`src/rtl/wt_pkg.sv`:
```
package wt_pkg;

    localparam int PS_W = 10;

    typedef enum logic [1:0] {
        MODE_CTC_A   = 2'b00,
        MODE_CTC_CAP = 2'b01,
        MODE_PWM     = 2'b10,
        MODE_PWM_ALT = 2'b11
    } wt_mode_e;

    typedef struct packed {
        logic ovf;
        logic cap;
        logic cmpa;
    } wt_flags_t;

    function automatic logic is_pwm(input wt_mode_e m);
        return m[1];
    endfunction

    function automatic logic presc_run(input logic [2:0] sel);
        return (sel >= 3'd1) && (sel <= 3'd5);
    endfunction

    function automatic logic [PS_W-1:0] presc_mask(input logic [2:0] sel);
        logic [PS_W-1:0] m;
        case (sel)
            3'd2:    m = PS_W'(7);
            3'd3:    m = PS_W'(63);
            3'd4:    m = PS_W'(255);
            3'd5:    m = PS_W'(1023);
            default: m = '0;
        endcase
        return m;
    endfunction

endpackage

```
`src/rtl/wt_prescaler.sv`:
```
module wt_prescaler
    import wt_pkg::*;
(
    input  logic       clk,
    input  logic       rst,
    input  logic [2:0] sel,
    output logic       tick
);
    logic [PS_W-1:0] pc;
    logic [PS_W-1:0] mask;
    logic            run;

    assign run  = presc_run(sel);
    assign mask = presc_mask(sel);
    assign tick = run && ((pc & mask) == mask);

    always_ff @(posedge clk) begin
        if (rst || !run) pc <= '0;
        else             pc <= pc + PS_W'(1);
    end
endmodule

```
`src/rtl/wt_topreg.sv`:
```
module wt_topreg
    import wt_pkg::*;
#(
    parameter int W = 16
) (
    input  logic         clk,
    input  logic         rst,
    input  wt_mode_e     mode,
    input  logic         cmpa_we,
    input  logic [W-1:0] cmpa_wdata,
    input  logic         cap_we,
    input  logic [W-1:0] cap_wdata,
    input  logic         wrap,
    output logic [W-1:0] top_act
);
    logic [W-1:0] cmpa_buf;
    logic [W-1:0] cmpa_act;
    logic [W-1:0] cap_reg;

    always_ff @(posedge clk) begin
        if (rst) begin
            cmpa_buf <= '0;
            cmpa_act <= '0;
            cap_reg  <= '0;
        end else begin
            if (cmpa_we) cmpa_buf <= cmpa_wdata;
            if (cap_we)  cap_reg  <= cap_wdata;
            if (!is_pwm(mode)) begin
                if (cmpa_we) cmpa_act <= cmpa_wdata;
            end else if (wrap) begin
                cmpa_act <= cmpa_buf;
            end
        end
    end

    assign top_act = (mode == MODE_CTC_CAP) ? cap_reg : cmpa_act;
endmodule

```
`src/rtl/wt_core.sv`:
```
module wt_core
    import wt_pkg::*;
#(
    parameter int W = 16
) (
    input  logic         clk,
    input  logic         rst,
    input  logic         tick,
    input  wt_mode_e     mode,
    input  logic         out_en,
    input  logic [W-1:0] top_act,
    input  logic [W-1:0] duty,
    input  wt_flags_t    clr,
    output logic [W-1:0] count,
    output logic         wrap,
    output logic         wave,
    output wt_flags_t    flags
);
    logic      at_top;
    logic      at_max;
    wt_flags_t set_v;

    assign at_top = (count == top_act);
    assign at_max = (count == {W{1'b1}});
    assign wrap   = tick && at_top;

    always_comb begin
        set_v      = '0;
        set_v.cmpa = wrap && (mode != MODE_CTC_CAP);
        set_v.cap  = wrap && (mode == MODE_CTC_CAP);
        set_v.ovf  = tick && at_max;
    end

    always_ff @(posedge clk) begin
        if (rst) begin
            count <= '0;
            flags <= '0;
            wave  <= 1'b0;
        end else begin
            if (tick) count <= at_top ? '0 : count + W'(1);
            flags <= (flags & ~clr) | set_v;
            if (!out_en) begin
                wave <= 1'b0;
            end else if (is_pwm(mode)) begin
                if (wrap)                        wave <= 1'b1;
                else if (tick && count == duty)  wave <= 1'b0;
            end else if (wrap) begin
                wave <= ~wave;
            end
        end
    end
endmodule

```
`src/rtl/ctc_pwm_timer.sv`:
```
module ctc_pwm_timer
    import wt_pkg::*;
#(
    parameter int W = 16
) (
    input  logic         clk,
    input  logic         rst,
    input  logic [2:0]   clk_sel,
    input  logic [1:0]   mode,
    input  logic         out_en,
    input  logic         cmpa_we,
    input  logic [W-1:0] cmpa_wdata,
    input  logic         cap_we,
    input  logic [W-1:0] cap_wdata,
    input  logic [W-1:0] duty_b,
    input  logic [2:0]   flag_clr,
    output logic [W-1:0] count,
    output logic         wave_out,
    output logic         flag_cmpa,
    output logic         flag_top_cap,
    output logic         flag_ovf
);
    wt_mode_e     mode_e;
    logic         tick;
    logic         wrap;
    logic [W-1:0] top_act;
    wt_flags_t    flags;

    assign mode_e = wt_mode_e'(mode);

    wt_prescaler u_ps (
        .clk  (clk),
        .rst  (rst),
        .sel  (clk_sel),
        .tick (tick)
    );

    wt_topreg #(.W(W)) u_top (
        .clk        (clk),
        .rst        (rst),
        .mode       (mode_e),
        .cmpa_we    (cmpa_we),
        .cmpa_wdata (cmpa_wdata),
        .cap_we     (cap_we),
        .cap_wdata  (cap_wdata),
        .wrap       (wrap),
        .top_act    (top_act)
    );

    wt_core #(.W(W)) u_core (
        .clk     (clk),
        .rst     (rst),
        .tick    (tick),
        .mode    (mode_e),
        .out_en  (out_en),
        .top_act (top_act),
        .duty    (duty_b),
        .clr     (wt_flags_t'(flag_clr)),
        .count   (count),
        .wrap    (wrap),
        .wave    (wave_out),
        .flags   (flags)
    );

    assign flag_cmpa    = flags.cmpa;
    assign flag_top_cap = flags.cap;
    assign flag_ovf     = flags.ovf;
endmodule

```
`config.mk`:
```
export PLATFORM = sky130hd
export DESIGN_NAME = ctc_pwm_timer
export DESIGN_NICKNAME = d
export VERILOG_FILES = /design/src/rtl/wt_pkg.sv /design/src/rtl/wt_prescaler.sv /design/src/rtl/wt_topreg.sv /design/src/rtl/wt_core.sv /design/src/rtl/ctc_pwm_timer.sv
export SDC_FILE = /design/constraint.sdc
export NUM_CORES = 1
export LEC_CHECK = 0
export BUFFER_PORTS_ARGS = -buffer_cell sky130_fd_sc_hd__buf_2
export CAP_MARGIN = 20
export CORE_ASPECT_RATIO = 1.75
export CORE_MARGIN = 2
export CORE_UTILIZATION = 55
export CTS_CLUSTER_SIZE = 14
export DETAILED_ROUTE_END_ITERATION = 10
export GPL_ROUTABILITY_DRIVEN = 0
export HOLD_SLACK_MARGIN = 0.06
export PLACE_DENSITY_LB_ADDON = 0.1
export REMOVE_ABC_BUFFERS = 1
export SLEW_MARGIN = 20
export SYNTH_ARGS = -nofsm -noshare
export SYNTH_HDL_FRONTEND = slang
export SYNTH_SLANG_ARGS = --single-unit
export TNS_END_PERCENT = 1
```
`constraint.sdc`:
```
create_clock -name clk -period 3 [get_ports clk]
set_clock_uncertainty 0.05 [all_clocks]
set_input_delay 0.6 -clock clk [delete_from_list [all_inputs] [get_ports clk]]
set_output_delay 0.6 -clock clk [all_outputs]
set_load 0.03 [all_outputs]
```
# == Word level (Yosys, flattened, before mapping) ==
# Cells that the tools add are included.
# word_totals
register_bits,78
latch_bits,0
mem_bits_rw,0
romBits,0
in_bits,61
out_inout_bits,20
wordCells,55
mem_count,0
# classes
n_addsub,2
multipliers,0
div,0
n_lt_le_gt_ge,2
eq_ne,11
n_shift,0
muxes,10
n_bitwise,6
n_reduce_logical,15
# ops
op,count
16-bit 2-to-1 mux,5
10-bit one-hot mux with 4 select lines,1
16-bit == test,2
16-bit by 1-bit adder with 16-bit output (second input constant),1
16-bit == test (second input constant),1
10-bit by 1-bit adder with 10-bit output (second input constant),1
10-bit AND,1
10-bit == test,1
1-bit logical AND,7
3-bit by 2-bit == test with 1-bit output (second input constant),2
3-bit == test (second input constant),2
2-bit nonzero test,3
1-bit 2-to-1 mux,4
2-bit by 1-bit inequality test with 1-bit output (second input constant),2
2-bit AND reduction,2
3-bit AND,1
3-bit by 1-bit greater-or-equal comparator with 1-bit output (second input constant),1
3-bit <= comparator (second input constant),1
3-bit NOT,1
3-bit OR,1
2-bit by 1-bit == test with 1-bit output (second input constant),1
1-bit NOT,2
2-bit OR reduction,1
1-bit zero test,1
1-bit logical OR,1

# == Depth between registers and ports, before layout ==
# Gate-level depths: netlist of run 1.
# logic_depth
depth_word,9
depth_mapped,10
depth_no_buf,6

# == Modules after synthesis ==
# Synthesis of run 1 repeated with hierarchy kept, for this count alone.
# unflattened
cells_unflattened,404
area_unflattened_um2,4055.1
# by_module_without_submodules
module,n_inst,cells_each,area_each_um2,seq_area_each_um2
wt_topreg,1,194,2188.3,960.9
wt_core,1,157,1398.8,400.4
wt_prescaler,1,53,467.9,200.2

# == Worst setup path before layout of run 1 ==
# No wires, ideal clock.
# synth_path
kind,input -> register
from,input port mode[1]
to,register u_core.count[5]
setup_ns,0.132
arrival_time_ns,2.147
required_time_ns,2.818
slack_ns,0.671
stages,10
n_path_buf,4
path_cell_list,buf_4 > nor2b_2 > buf_6 > mux2i_1 > xnor2_1 > nor4_4 > and3_1 > buf_4 > buf_2 > nor3_1
# synth_via
elab_chain_len,4
# synth_rtl
element,line,rtl
"start, declared",ctc_pwm_timer.sv:9,"input logic [1:0] mode,"
2-bit by 1-bit == test with 1-bit output,wt_topreg.sv:36,assign top_act = (mode == MODE_CTC_CAP) ? cap_reg : cmpa_act;
16-bit 2-to-1 mux,wt_topreg.sv:36,
16-bit == test,wt_core.sv:23,assign at_top = (count == top_act);
16-bit 2-to-1 mux,wt_core.sv:40,if (tick) count <= at_top ? '0 : count + W'(1);
"end signal, assigned",wt_core.sv:40,
"end, declared",wt_core.sv:14,"output logic [W-1:0] count,"
# Every way passes these cells.
# A chain may end at the register's enable or synchronous reset.

# == Final worst setup path of run 1 ==
# layout_path
from,input port mode[1]
to,register u_core.wave
# layout_via
elab_chain_len,6
word_cells_on_any_way,9
cone_classes,eq/ne (2); mux (3); reduce/logical (4)
# layout_rtl
element,line,rtl
2-bit by 1-bit == test with 1-bit output,wt_topreg.sv:36,
16-bit 2-to-1 mux,wt_topreg.sv:36,
16-bit == test,wt_core.sv:23,
1-bit logical AND,wt_core.sv:25,assign wrap = tick && at_top;
1-bit 2-to-1 mux / 2-bit nonzero test (equally long branches),--,
1-bit 2-to-1 mux / 2-bit AND reduction (equally long branches),--,
"end signal, assigned",wt_core.sv:48,wave <= ~wave;
"end, declared",wt_core.sv:16,"output logic wave,"
# Several ways; a longest one is shown, not always the timed one.

==> results of run 1 <==
==> where the power goes <==
group	internal (mW)	switching, mW
combinational	0.137	0.171
sequential	1.08	0.0342
clock	0.706	0.407
total	1.92	0.612
==> area by class of cell <==
class	count	area, um2
multi-input cells	357	2280
flip-flops and latches	78	1560
clock buffers	12	267
inverters	11	41.3
fillers	653	2450
repair buffers	92	490
well taps	86	108
clock inverters	3	42.5
==> routing by layer <==
layer	up-vias	share of wire, %
met4	0	5.2
met1	1693	40
met5	-	0
met2	145	50
met3	36	5.0
li1	1818	-
==> cell usage in the layout, fill, tap and decap left out, types with 2 or more instances in the layout <==
cell and count:
a21oi_1 53, and2_1 2, and3_1 6, buf_2 80, buf_4 12, clkbuf_16 9, clkbuf_8 3, dfxtp_1 78
ha_1 2, inv_1 10, mux2i_1 21, nand2_1 36, nand2b_1 21, nand3_1 13, nand4_1 32, nor2_1 46
nor3_1 24, o211a_1 15, o22ai_1 2, xnor2_1 47, xor2_1 16
==> worst paths after layout <==
check	slack (ns)	cells after the start	endpoint	start
max	0.62	8	u_core.wave	mode[1]
min	0.42	2	u_top.cmpa_buf[2]	u_top.cmpa_buf[2]
max reg2reg	0.80	7	u_core.flags[1]	u_ps.pc[0]
min reg2reg	0.42	2	u_top.cmpa_buf[2]	u_top.cmpa_buf[2]
==> critical path, stage by stage <==
cell and delay, ns:
buf_2 0.14, nor2b_2 0.44, mux2i_1 0.28, xnor2_1 0.12, nor4_4 0.36, and3_1 0.22
buf_4 0.24, a2111oi_0 0.13
==> logic make-up after synthesis <==
family / after synthesis
AOI/OAI and AO/OA: 84
DFF: 78
buffers and inverters: 55
muxes: 21
adders and majority gates: 2
xor gates and xnor gates: 63
and+or+nand+nor: 187
==> through the flow <==
step	hold slack [ns]	cells	TNS, ns	total power [mW]	cell area (um2)
5_1_grt	0.434	639	0	2.63	4790
4_1_cts	0.415	639	0	2.55	4790
3_5_place_dp	0.406	624	0	1.44	4480
3_3_place_gp	0.379	624	0	1.43	4480
6_report	0.416	639	0	2.53	4790
2_1_floorplan	0.368	446	-2.26	1.30	3880
==> impl_metrics.env, run 1 <==
export IMPL_run_status="completed"
export IMPL_ys_flop_type="dfxtp_1"
export IMPL_clock_root_buffer="clkbuf_16"
export IMPL_synth_top_family_by_area="simple AND/OR/NAND/NOR gates"
export IMPL_power_leakage_nw=2.07
export IMPL_largest_net_degree_at_the_start_of_global_routing=47
export IMPL_wire_length_of_the_first_global_routing_pass_um=17100
export IMPL_grt_antenna_before_repair=0
export IMPL_drv_slew=0
export IMPL_postSynth_asyncResetShare_pct=0
export IMPL_clk_path_buf_depth=2
export IMPL_floorplan_core_area_um2=7230
export IMPL_gr_usage_all_layers_pct=25.9
export IMPL_die_area_um2=8190
export IMPL_timing_max_slew_rel_slack_pct=53.0
export IMPL_design_final_nets=612
export IMPL_globalRouteMet2Util_pct=43.1
export IMPL_critPathLaunchType="input port"
export IMPL_muxShareOfSynthArea_pct=5.13
export IMPL_synth_warnings=0
export IMPL_rsz0062_at_grt="false"
export IMPL_synthDistinctLibCells=44
export IMPL_insertedDiodeCount=0
export IMPL_cts_resized=0
export IMPL_finalHoldViolations=0
export IMPL_placement_rows=41
export IMPL_timing_final_crit_share_pct=79.2
export IMPL_preCtsSetupSlack_ns=0.273
export IMPL_worst_slew_pin_slew_ns=0.706
export IMPL_quantity_of_hold_fixing_buffers_added_after_cts=0
export IMPL_synth_compound_gate_area_share_pct=13.3
export IMPL_post_synth_instance_area_um2=4100
export IMPL_vdd_ir_drop_worst_uv=401
export IMPL_fin_util_pct=66.2
export IMPL_die_width_um=69.3
export IMPL_leading_post_synthesis_cells_by_cell_area="dfxtp_1 38%, xnor2_1 10%, a21oi_1 6.5%"
export IMPL_port_buffers=80
export IMPL_globalRouteMet3Util_pct=4.60
export IMPL_power_density_cell_area_nw_per_um2=530
export IMPL_synth_edf_count=0
export IMPL_critical_path_peak_fanout=19
export IMPL_worst_endpoint_required_ns=3.16
export IMPL_detailedRoute_firstIterationViolations=193
export IMPL_share_of_the_yosys_chip_area_belonging_to_registers_pct=38.1
export IMPL_dr_pass1_iters=6
export IMPL_grt_pass1_vias=3562
export IMPL_yosys_top_cells_count="78 x dfxtp_1, 53 x a21oi_1, 47 x xnor2_1"
export IMPL_met1_capacity_usage_during_global_routing_pct=30.7
export IMPL_detail_route_antenna_nets=0
export IMPL_clk_latency_ns=0.34
export IMPL_syn_to_final_growth_pct=16.8
export IMPL_post_synthesis_cell_type_with_the_largest_combined_area="dfxtp_1"
export IMPL_postSynthRegisterBits=78
export IMPL_ios=81
export IMPL_synth_xor_area_share_pct=13.5
export IMPL_timing_final_crit_period_ns=2.38
export IMPL_cts_inserted_buffers=9
export IMPL_ctsHtreeMaxLevel=3
export IMPL_timing_critical_path_to_type="register"
export IMPL_grt_overflow_total=0
export IMPL_synth_top_cell_area_share_pct=38.1
export IMPL_floorplan_initialDensity_pct=56.7
export IMPL_drt_total_wl_um=10300
export IMPL_syn_inst=490
export IMPL_cts_tree="done"
export IMPL_yosys_area_share_simple_pct=23.0
export IMPL_worst_hold_path_class="register to register"
export IMPL_criticalPathCategory="input port to register"
export IMPL_timing_max_cap_violations=0
export IMPL_dieHeight_um=118
export IMPL_max_clock_freq_ghz=0.421
export IMPL_setup_viol=0
export IMPL_numClockSinks=78
export IMPL_drive_above_1_share_pct=19.7
export IMPL_ratio_of_routed_vias_to_standard_cells=5.78
export IMPL_yosys_cell_count_top_type="dfxtp_1"
export IMPL_syn_avg_cell_area_um2=8.37
export IMPL_cts_reportedPaths_clkPinSlew_ns=0.06
export IMPL_average_wire_per_cell_in_the_routed_design_um=16.2
export IMPL_drc=0
export IMPL_busiest_layer="met2"
export IMPL_timing_critical_path_arrival_ns=2.53
export IMPL_post_route_worst_setup_slack_ns=0.623
export IMPL_dp_hpwl_um=7430
export IMPL_cts_post_setup_buffers_inserted=0
export IMPL_synth_adder_area_share_pct=0.611
export IMPL_route_vias_total=3692
Note: power is estimated with default switching activity, not from simulation.
==> inputs of run 2 (changes only) <==
--- a/config.mk
+++ b/config.mk
@@ -5,11 +5,12 @@
 export SDC_FILE = /design/constraint.sdc
 export NUM_CORES = 1
 export LEC_CHECK = 0
+export ABC_AREA = 1
 export BUFFER_PORTS_ARGS = -buffer_cell sky130_fd_sc_hd__buf_2
 export CAP_MARGIN = 20
 export CORE_ASPECT_RATIO = 1.75
 export CORE_MARGIN = 2
-export CORE_UTILIZATION = 55
+export CORE_UTILIZATION = 50
 export CTS_CLUSTER_SIZE = 14
 export DETAILED_ROUTE_END_ITERATION = 10
 export GPL_ROUTABILITY_DRIVEN = 0
==> constraint.sdc (replaced) <==
create_clock -name clk -period 2 [get_ports clk]
set_clock_uncertainty 0.05 [all_clocks]
set_input_delay 0.4 -clock clk [delete_from_list [all_inputs] [get_ports clk]]
set_output_delay 0.4 -clock clk [all_outputs]
set_load 0.03 [all_outputs]
==> impl_metrics.env, run 2 <==
export IMPL_layout_cells_most_common="nand2_1"
export IMPL_power_internal_mw=2.80
export IMPL_minimum_setup_slack_among_reg_to_reg_paths_ns=0.14
export IMPL_pwr_share_comb_pct=13.9
export IMPL_clk_path_buf_depth=2
export IMPL_wire_length_of_the_first_global_routing_pass_um=18800
export IMPL_post_synthesis_cell_type_with_the_largest_combined_area="dfxtp_1"
export IMPL_synth_edf_count=0
export IMPL_worst_hold_path_class="input port to register"
export IMPL_power_density_cell_area_nw_per_um2=742
export IMPL_placement_rows=44
export IMPL_timing_setup_tns_ns=0
export IMPL_critical_path_peak_fanout=33
export IMPL_synth_warnings=0
export IMPL_swShare_pct=26.1
export IMPL_yosys_cell_count_top_type="nand2_1"
export IMPL_yosys_top_cells_count="190 x nand2_1, 107 x nor2_1, 78 x dfxtp_1"
export IMPL_timing_hold_worst_endpoint="u_core.flags[2]"
export IMPL_clk_latency_ns=0.34
export IMPL_share_of_the_yosys_chip_area_belonging_to_registers_pct=37.4
export IMPL_fin_area_um2=5100
export IMPL_timing_max_cap_violations=0
export IMPL_timing_max_slew_rel_slack_pct=57.7
export IMPL_insertedDiodeCount=0
export IMPL_vdd_ir_drop_worst_uv=659
export IMPL_r2r_worst_path_cells=10
export IMPL_timing_critical_path_arrival_ns=2.07
export IMPL_syn_inst=655
export IMPL_final_cell_mix="189 x nand2_1, 106 x nor2_1, 79 x buf_2"
export IMPL_cts_reportedPaths_clkPinSlew_ns=0.06
export IMPL_r2r_start="u_core.count[5]"
export IMPL_floorplan_initialDensity_pct=50.9
export IMPL_dp_hpwl_um=8480
export IMPL_postSynthRegisterBits=78
export IMPL_post_synth_instance_area_um2=4170
export IMPL_postSynth_asyncResetShare_pct=0
export IMPL_finalHoldViolations=0
export IMPL_critPathLaunchType="input port"
export IMPL_grt_antenna_before_repair=0
export IMPL_route_vias_total=4401
export IMPL_post_route_worst_setup_slack_ns=0.110
export IMPL_detail_route_antenna_nets=0
export IMPL_die_area_um2=9120
export IMPL_criticalPathCategory="input port to register"
export IMPL_worst_endpoint_required_ns=2.18
export IMPL_regToRegEndpoint="u_top.cmpa_act[13]"
export IMPL_largest_net_degree_at_the_start_of_global_routing=46
export IMPL_numClockSinks=78
export IMPL_final_cell_count_no_fill=844
export IMPL_power_leakage_nw=2.52
export IMPL_ratio_of_routed_vias_to_standard_cells=5.21
export IMPL_worstHoldStart="rst"
export IMPL_run_status="completed"
export IMPL_dieHeight_um=125
export IMPL_dpl_instance_area_um2=4750
export IMPL_preCtsSetupSlack_ns=-0.321
export IMPL_detailedRoute_firstIterationViolations=290
export IMPL_clkPwrFrac_pct=42.2
export IMPL_worst_slew_pin_slew_ns=0.633
export IMPL_timing_final_crit_period_ns=1.89
export IMPL_grt_pass1_vias=4130
export IMPL_grt_overflow_total=0
export IMPL_drc=0
export IMPL_clock_root_buffer="clkbuf_16"
export IMPL_floorplan_core_area_um2=8200
export IMPL_hold_path_depth=2
export IMPL_numPlacedInstances=824
export IMPL_seq_power_share_pct=43.9
export IMPL_gr_usage_all_layers_pct=26.4
export IMPL_syn_avg_cell_area_um2=6.37
export IMPL_ctsHtreeMaxLevel=3
export IMPL_drive_above_1_share_pct=19.0
export IMPL_leading_post_synthesis_cells_by_cell_area="dfxtp_1 37%, nand2_1 17%, nor2_1 9.6%"
export IMPL_switchingPower_uw=987
export IMPL_synth_top_cell_area_share_pct=37.4
export IMPL_cts_inserted_buffers=9
export IMPL_ios=81
export IMPL_synthDistinctLibCells=36
export IMPL_average_wire_per_cell_in_the_routed_design_um=13.6
export IMPL_drt_total_wl_um=11500
export IMPL_port_buffers=80
export IMPL_die_width_um=73.1
export IMPL_ys_flop_type="dfxtp_1"
export IMPL_syn_to_final_growth_pct=22.2
export IMPL_fillers=789
export IMPL_cts_tree="done"
export IMPL_setup_viol=0
export IMPL_drv_slew=0
export IMPL_timing_final_crit_share_pct=94.5
export IMPL_quantity_of_hold_fixing_buffers_added_after_cts=0
export IMPL_max_clock_freq_ghz=0.529
export IMPL_dr_pass1_iters=5
export IMPL_timing_critical_path_to_type="register"
export IMPL_design_final_nets=810
[run 2: cell types whose count changed after synthesis, moves of 17 or more]
cell      before  now
nor3_1        24    7
nand3_1       13   56
inv_1         10   61
mux2i_1       21    0
nand2b_1      21    0
nor2_1        46  107
xnor2_1       47    1
nand2_1       36  190
o21ai_0        1   43
nand4_1       32    8
[run 2: worst max-delay path, cell delays in order]
cell and delay (ns):
buf_2 0.17, inv_2 0.08, nand2_4 0.17, nand2_1 0.12
nand3_1 0.10, nand2_1 0.06, nor2_2 0.14, nand2_1 0.12
nor2_4 0.17, nand4_4 0.12, buf_12 0.19, a21oi_1 0.15
nor2_1 0.06
[run 2: cells by family (layout without fill, tap and decap cells)]
group | Yosys count | count (layout) | share of synthesized area, %
adders and majority gates | 2 | 2 | 0.600
AOI/OAI and AO/OA | 88 | 88 | 10.9
buffers and inverters | 91 | 188 | 9.47
and+or+nand+nor | 386 | 386 | 39.5
DFF | 78 | 78 | 37.4
xor gates and xnor gates | 10 | 10 | 2.10
[run 2: metrics by stage]
stage	power, mW	util (%)	hold WS [ns]
after floorplan	1.99	-	0.368
after global placement	2.19	57.9	0.381
after detailed placement	2.20	57.9	0.397
after CTS	3.79	61.3	0.215
after global routing	3.96	62.1	0.234
final	3.78	62.1	0.220
[run 2: routing by layer]
layer	global-route usage [%]	part of all wire [%]	routed length [um]	vias up
met5	0	0	0	-
met4	16.9	5.1	587	0
met3	4.29	5.4	627	47
met2	45.5	51	5810	165
met1	28.6	39	4480	1925
li1	-	-	-	2264
[run 2: worst max path at each step]
stage	from	endpoint	slack [ns]
after global routing	u_core.count[0]	u_core.count[8]	-0.008
after detailed placement	mode[0]	u_top.cmpa_act[15]	-0.32
final	mode[1]	u_top.cmpa_act[13]	0.11
after floorplan	mode[1]	u_top.cmpa_act[0]	-0.12
after global placement	mode[0]	u_top.cmpa_act[0]	-0.25
after CTS	mode[0]	u_top.cmpa_act[13]	0.02
[run 2: what timing repair did]
action,4_1_cts,5_1_grt
resized for setup,0,14
setup buffers,0,4
hold endpoints to repair,0,0
setup endpoints to repair,0,34
[run 2: area by class of cell]
type | count | area (um2) | share of cell area (%)
clock buffer | 12 | 236 | 4.64
clock inverter | 4 | 47.5 | 0.933
inverter | 65 | 248 | 4.86
multi-input combinational | 486 | 2240 | 43.9
sequential | 78 | 1570 | 30.7
tap | 92 | 115 | 2.26
timing repair buffer | 107 | 647 | 12.7
[run 2: power groups by stage]
stage	clock network, mW	logic (mW)	registers, mW
floorplan	0	0.297	1.69
global placement	0	0.493	1.69
detailed placement	0	0.503	1.69
CTS	1.62	0.507	1.66
global route	1.69	0.598	1.67
finish	1.60	0.524	1.66
==> inputs of run 3 (changes only) <==
==> constraint.sdc (replaced) <==
create_clock -name clk -period 2 [get_ports clk]
set_clock_uncertainty 0.05 [all_clocks]
set_input_delay 0.3 -clock clk [delete_from_list [all_inputs] [get_ports clk]]
set_output_delay 0.3 -clock clk [all_outputs]
set_load 0.03 [all_outputs]
==> impl_metrics.env, run 3 (same netlist as run 2, synthesis figures left out) <==
export IMPL_power_leakage_nw=2.52
export IMPL_cts_inserted_buffers=9
export IMPL_worst_path_largest_cell_delay_ns=0.23
export IMPL_numClockSinks=78
export IMPL_wire_length_of_the_first_global_routing_pass_um=18700
export IMPL_drive_above_1_share_pct=18.0
export IMPL_gr_usage_all_layers_pct=26.2
export IMPL_ratio_of_routed_vias_to_standard_cells=5.21
export IMPL_seq_power_share_pct=42.4
export IMPL_syn_to_final_growth_pct=21.5
export IMPL_clk_latency_ns=0.34
export IMPL_die_area_um2=9120
export IMPL_detailedRoute_firstIterationViolations=194
export IMPL_r2r_worst_path_cells=10
export IMPL_ios=81
export IMPL_timing_max_cap_violations=0
export IMPL_timing_critical_path_arrival_ns=2.01
export IMPL_die_width_um=73.1
export IMPL_r2r_start="u_core.count[1]"
export IMPL_insertedDiodeCount=0
export IMPL_worst_hold_path_class="input port to register"
export IMPL_floorplan_core_area_um2=8200
export IMPL_pwr_share_comb_pct=13.0
export IMPL_vdd_ir_drop_worst_uv=524
export IMPL_timing_critical_path_to_type="register"
export IMPL_drt_total_wl_um=11300
export IMPL_design_final_nets=806
export IMPL_swShare_pct=24.8
export IMPL_finalHoldViolations=0
export IMPL_drc=0
export IMPL_timing_hold_worst_endpoint="u_core.flags[1]"
export IMPL_average_wire_per_cell_in_the_routed_design_um=13.4
export IMPL_grt_overflow_total=0
export IMPL_dr_pass1_iters=5
export IMPL_grt_antenna_before_repair=0
export IMPL_timing_max_slew_rel_slack_pct=57.0
export IMPL_worst_endpoint_required_ns=2.18
export IMPL_power_internal_mw=2.95
export IMPL_minimum_setup_slack_among_reg_to_reg_paths_ns=0.17
export IMPL_dpl_instance_area_um2=4730
export IMPL_power_density_cell_area_nw_per_um2=772
export IMPL_layout_cells_most_common="nand2_1"
export IMPL_switchingPower_uw=970
export IMPL_hold_path_depth=2
export IMPL_regToRegEndpoint="u_top.cmpa_act[11]"
export IMPL_fin_area_um2=5070
export IMPL_final_cell_mix="190 x nand2_1, 107 x nor2_1, 80 x buf_2"
export IMPL_placement_rows=44
export IMPL_critPathLaunchType="input port"
export IMPL_crit_path_cell_trace="buf_2 > inv_2 > nor2_4 > nand2_1 > nand3b_1 > nand2_1 > nor2_1 > nand2_1 > nor2_4 > nand4_4 > buf_12 > a21oi_1 > nor2_1"
export IMPL_criticalPathCategory="input port to register"
export IMPL_dp_hpwl_um=8630
export IMPL_dieHeight_um=125
export IMPL_grt_pass1_vias=4102
export IMPL_critical_path_peak_fanout=33
export IMPL_detail_route_antenna_nets=0
export IMPL_route_vias_total=4373
export IMPL_numPlacedInstances=824
export IMPL_drv_slew=0
export IMPL_run_status="completed"
export IMPL_max_clock_freq_ghz=0.544
export IMPL_timing_final_crit_period_ns=1.84
export IMPL_cp_slowest_cell="nor2_4"
export IMPL_ctsHtreeMaxLevel=3
export IMPL_cts_tree="done"
export IMPL_cts_reportedPaths_clkPinSlew_ns=0.06
export IMPL_clock_root_buffer="clkbuf_16"
export IMPL_timing_final_crit_share_pct=91.9
export IMPL_setup_viol=0
export IMPL_worstHoldStart="rst"
export IMPL_final_cell_count_no_fill=840
export IMPL_worst_slew_pin_slew_ns=0.644
export IMPL_port_buffers=80
export IMPL_largest_net_degree_at_the_start_of_global_routing=46
export IMPL_rsz0062_at_grt="true"
export IMPL_floorplan_initialDensity_pct=50.9
export IMPL_path_common_cell="nand2_1"
export IMPL_clkPwrFrac_pct=44.6
export IMPL_clk_path_buf_depth=2
## run 3: worst max-delay path by stage
| stage | from | to | slack (ns) |
|---|---|---|---|
| 5_1_grt | mode[0] | u_top.cmpa_act[12] | -0.01 |
| 6_report | mode[0] | u_top.cmpa_act[11] | 0.16 |
| 3_3_place_gp | mode[0] | u_top.cmpa_act[0] | -0.1 |
| 3_5_place_dp | mode[0] | u_top.cmpa_act[7] | -0.17 |
| 2_1_floorplan | mode[1] | u_top.cmpa_act[0] | -0.02 |
| 4_1_cts | u_core.count[11] | u_top.cmpa_act[7] | 0.08 |
## run 3: critical path: cells and delay by family
| kind | cells | cell delay [ns] |
|---|---|---|
| buffers and inverters | 3 | 0.40 |
| AND/OR/NAND/NOR | 9 | 1.15 |
| AO/OA/AOI/OAI | 1 | 0.14 |
## run 3: power groups by stage
stage	Sequential (mW)	Combinational, mW	Clock, mW
2_1_floorplan	1.69	0.297	0
3_3_place_gp	1.69	0.495	0
3_5_place_dp	1.69	0.505	0
4_1_cts	1.66	0.508	1.77
5_1_grt	1.67	0.582	1.84
6_report	1.66	0.510	1.75
## run 3: what timing repair did
| item | in CTS | in global routing |
|---|---|---|
| setup buffers | 0 | 0 |
| hold buffers | 0 | 0 |
| gates resized for setup | 0 | 4 |
| setup endpoints to repair | 0 | 23 |
## run 3: per-layer routing
layer  track usage, %  up-vias  wire length (um)
li1                 -     2252                 -
met1             29.2     1960              4550
met2             44.7      129              5640
met3             4.37       32               487
met4             16.0        0               583
met5                0        -                 0
## run 3: through the flow
step	util, %	hold slack (ns)	total power [mW]	worst slack (ns)	setup TNS, ns
floorplan	-	0.319	1.99	-0.0182	-0.292
global placement	57.7	0.381	2.19	-0.0979	-2.09
detailed placement	57.7	0.393	2.20	-0.167	-4.16
CTS	61.6	0.109	3.94	0.0849	0
global route	61.8	0.135	4.09	-0.0150	-0.0150
finish	61.8	0.125	3.92	0.162	0
## run 3: cell type report
class / instances / area [um2]
Inverter: 65 / 244
Fill cell: 799 / 3130
Clock buffer: 12 / 246
Sequential cell: 78 / 1560
Tap cell: 92 / 115
Clock inverter: 4 / 70.1
Timing Repair Buffer: 103 / 598
Multi-Input combinational cell: 486 / 2230
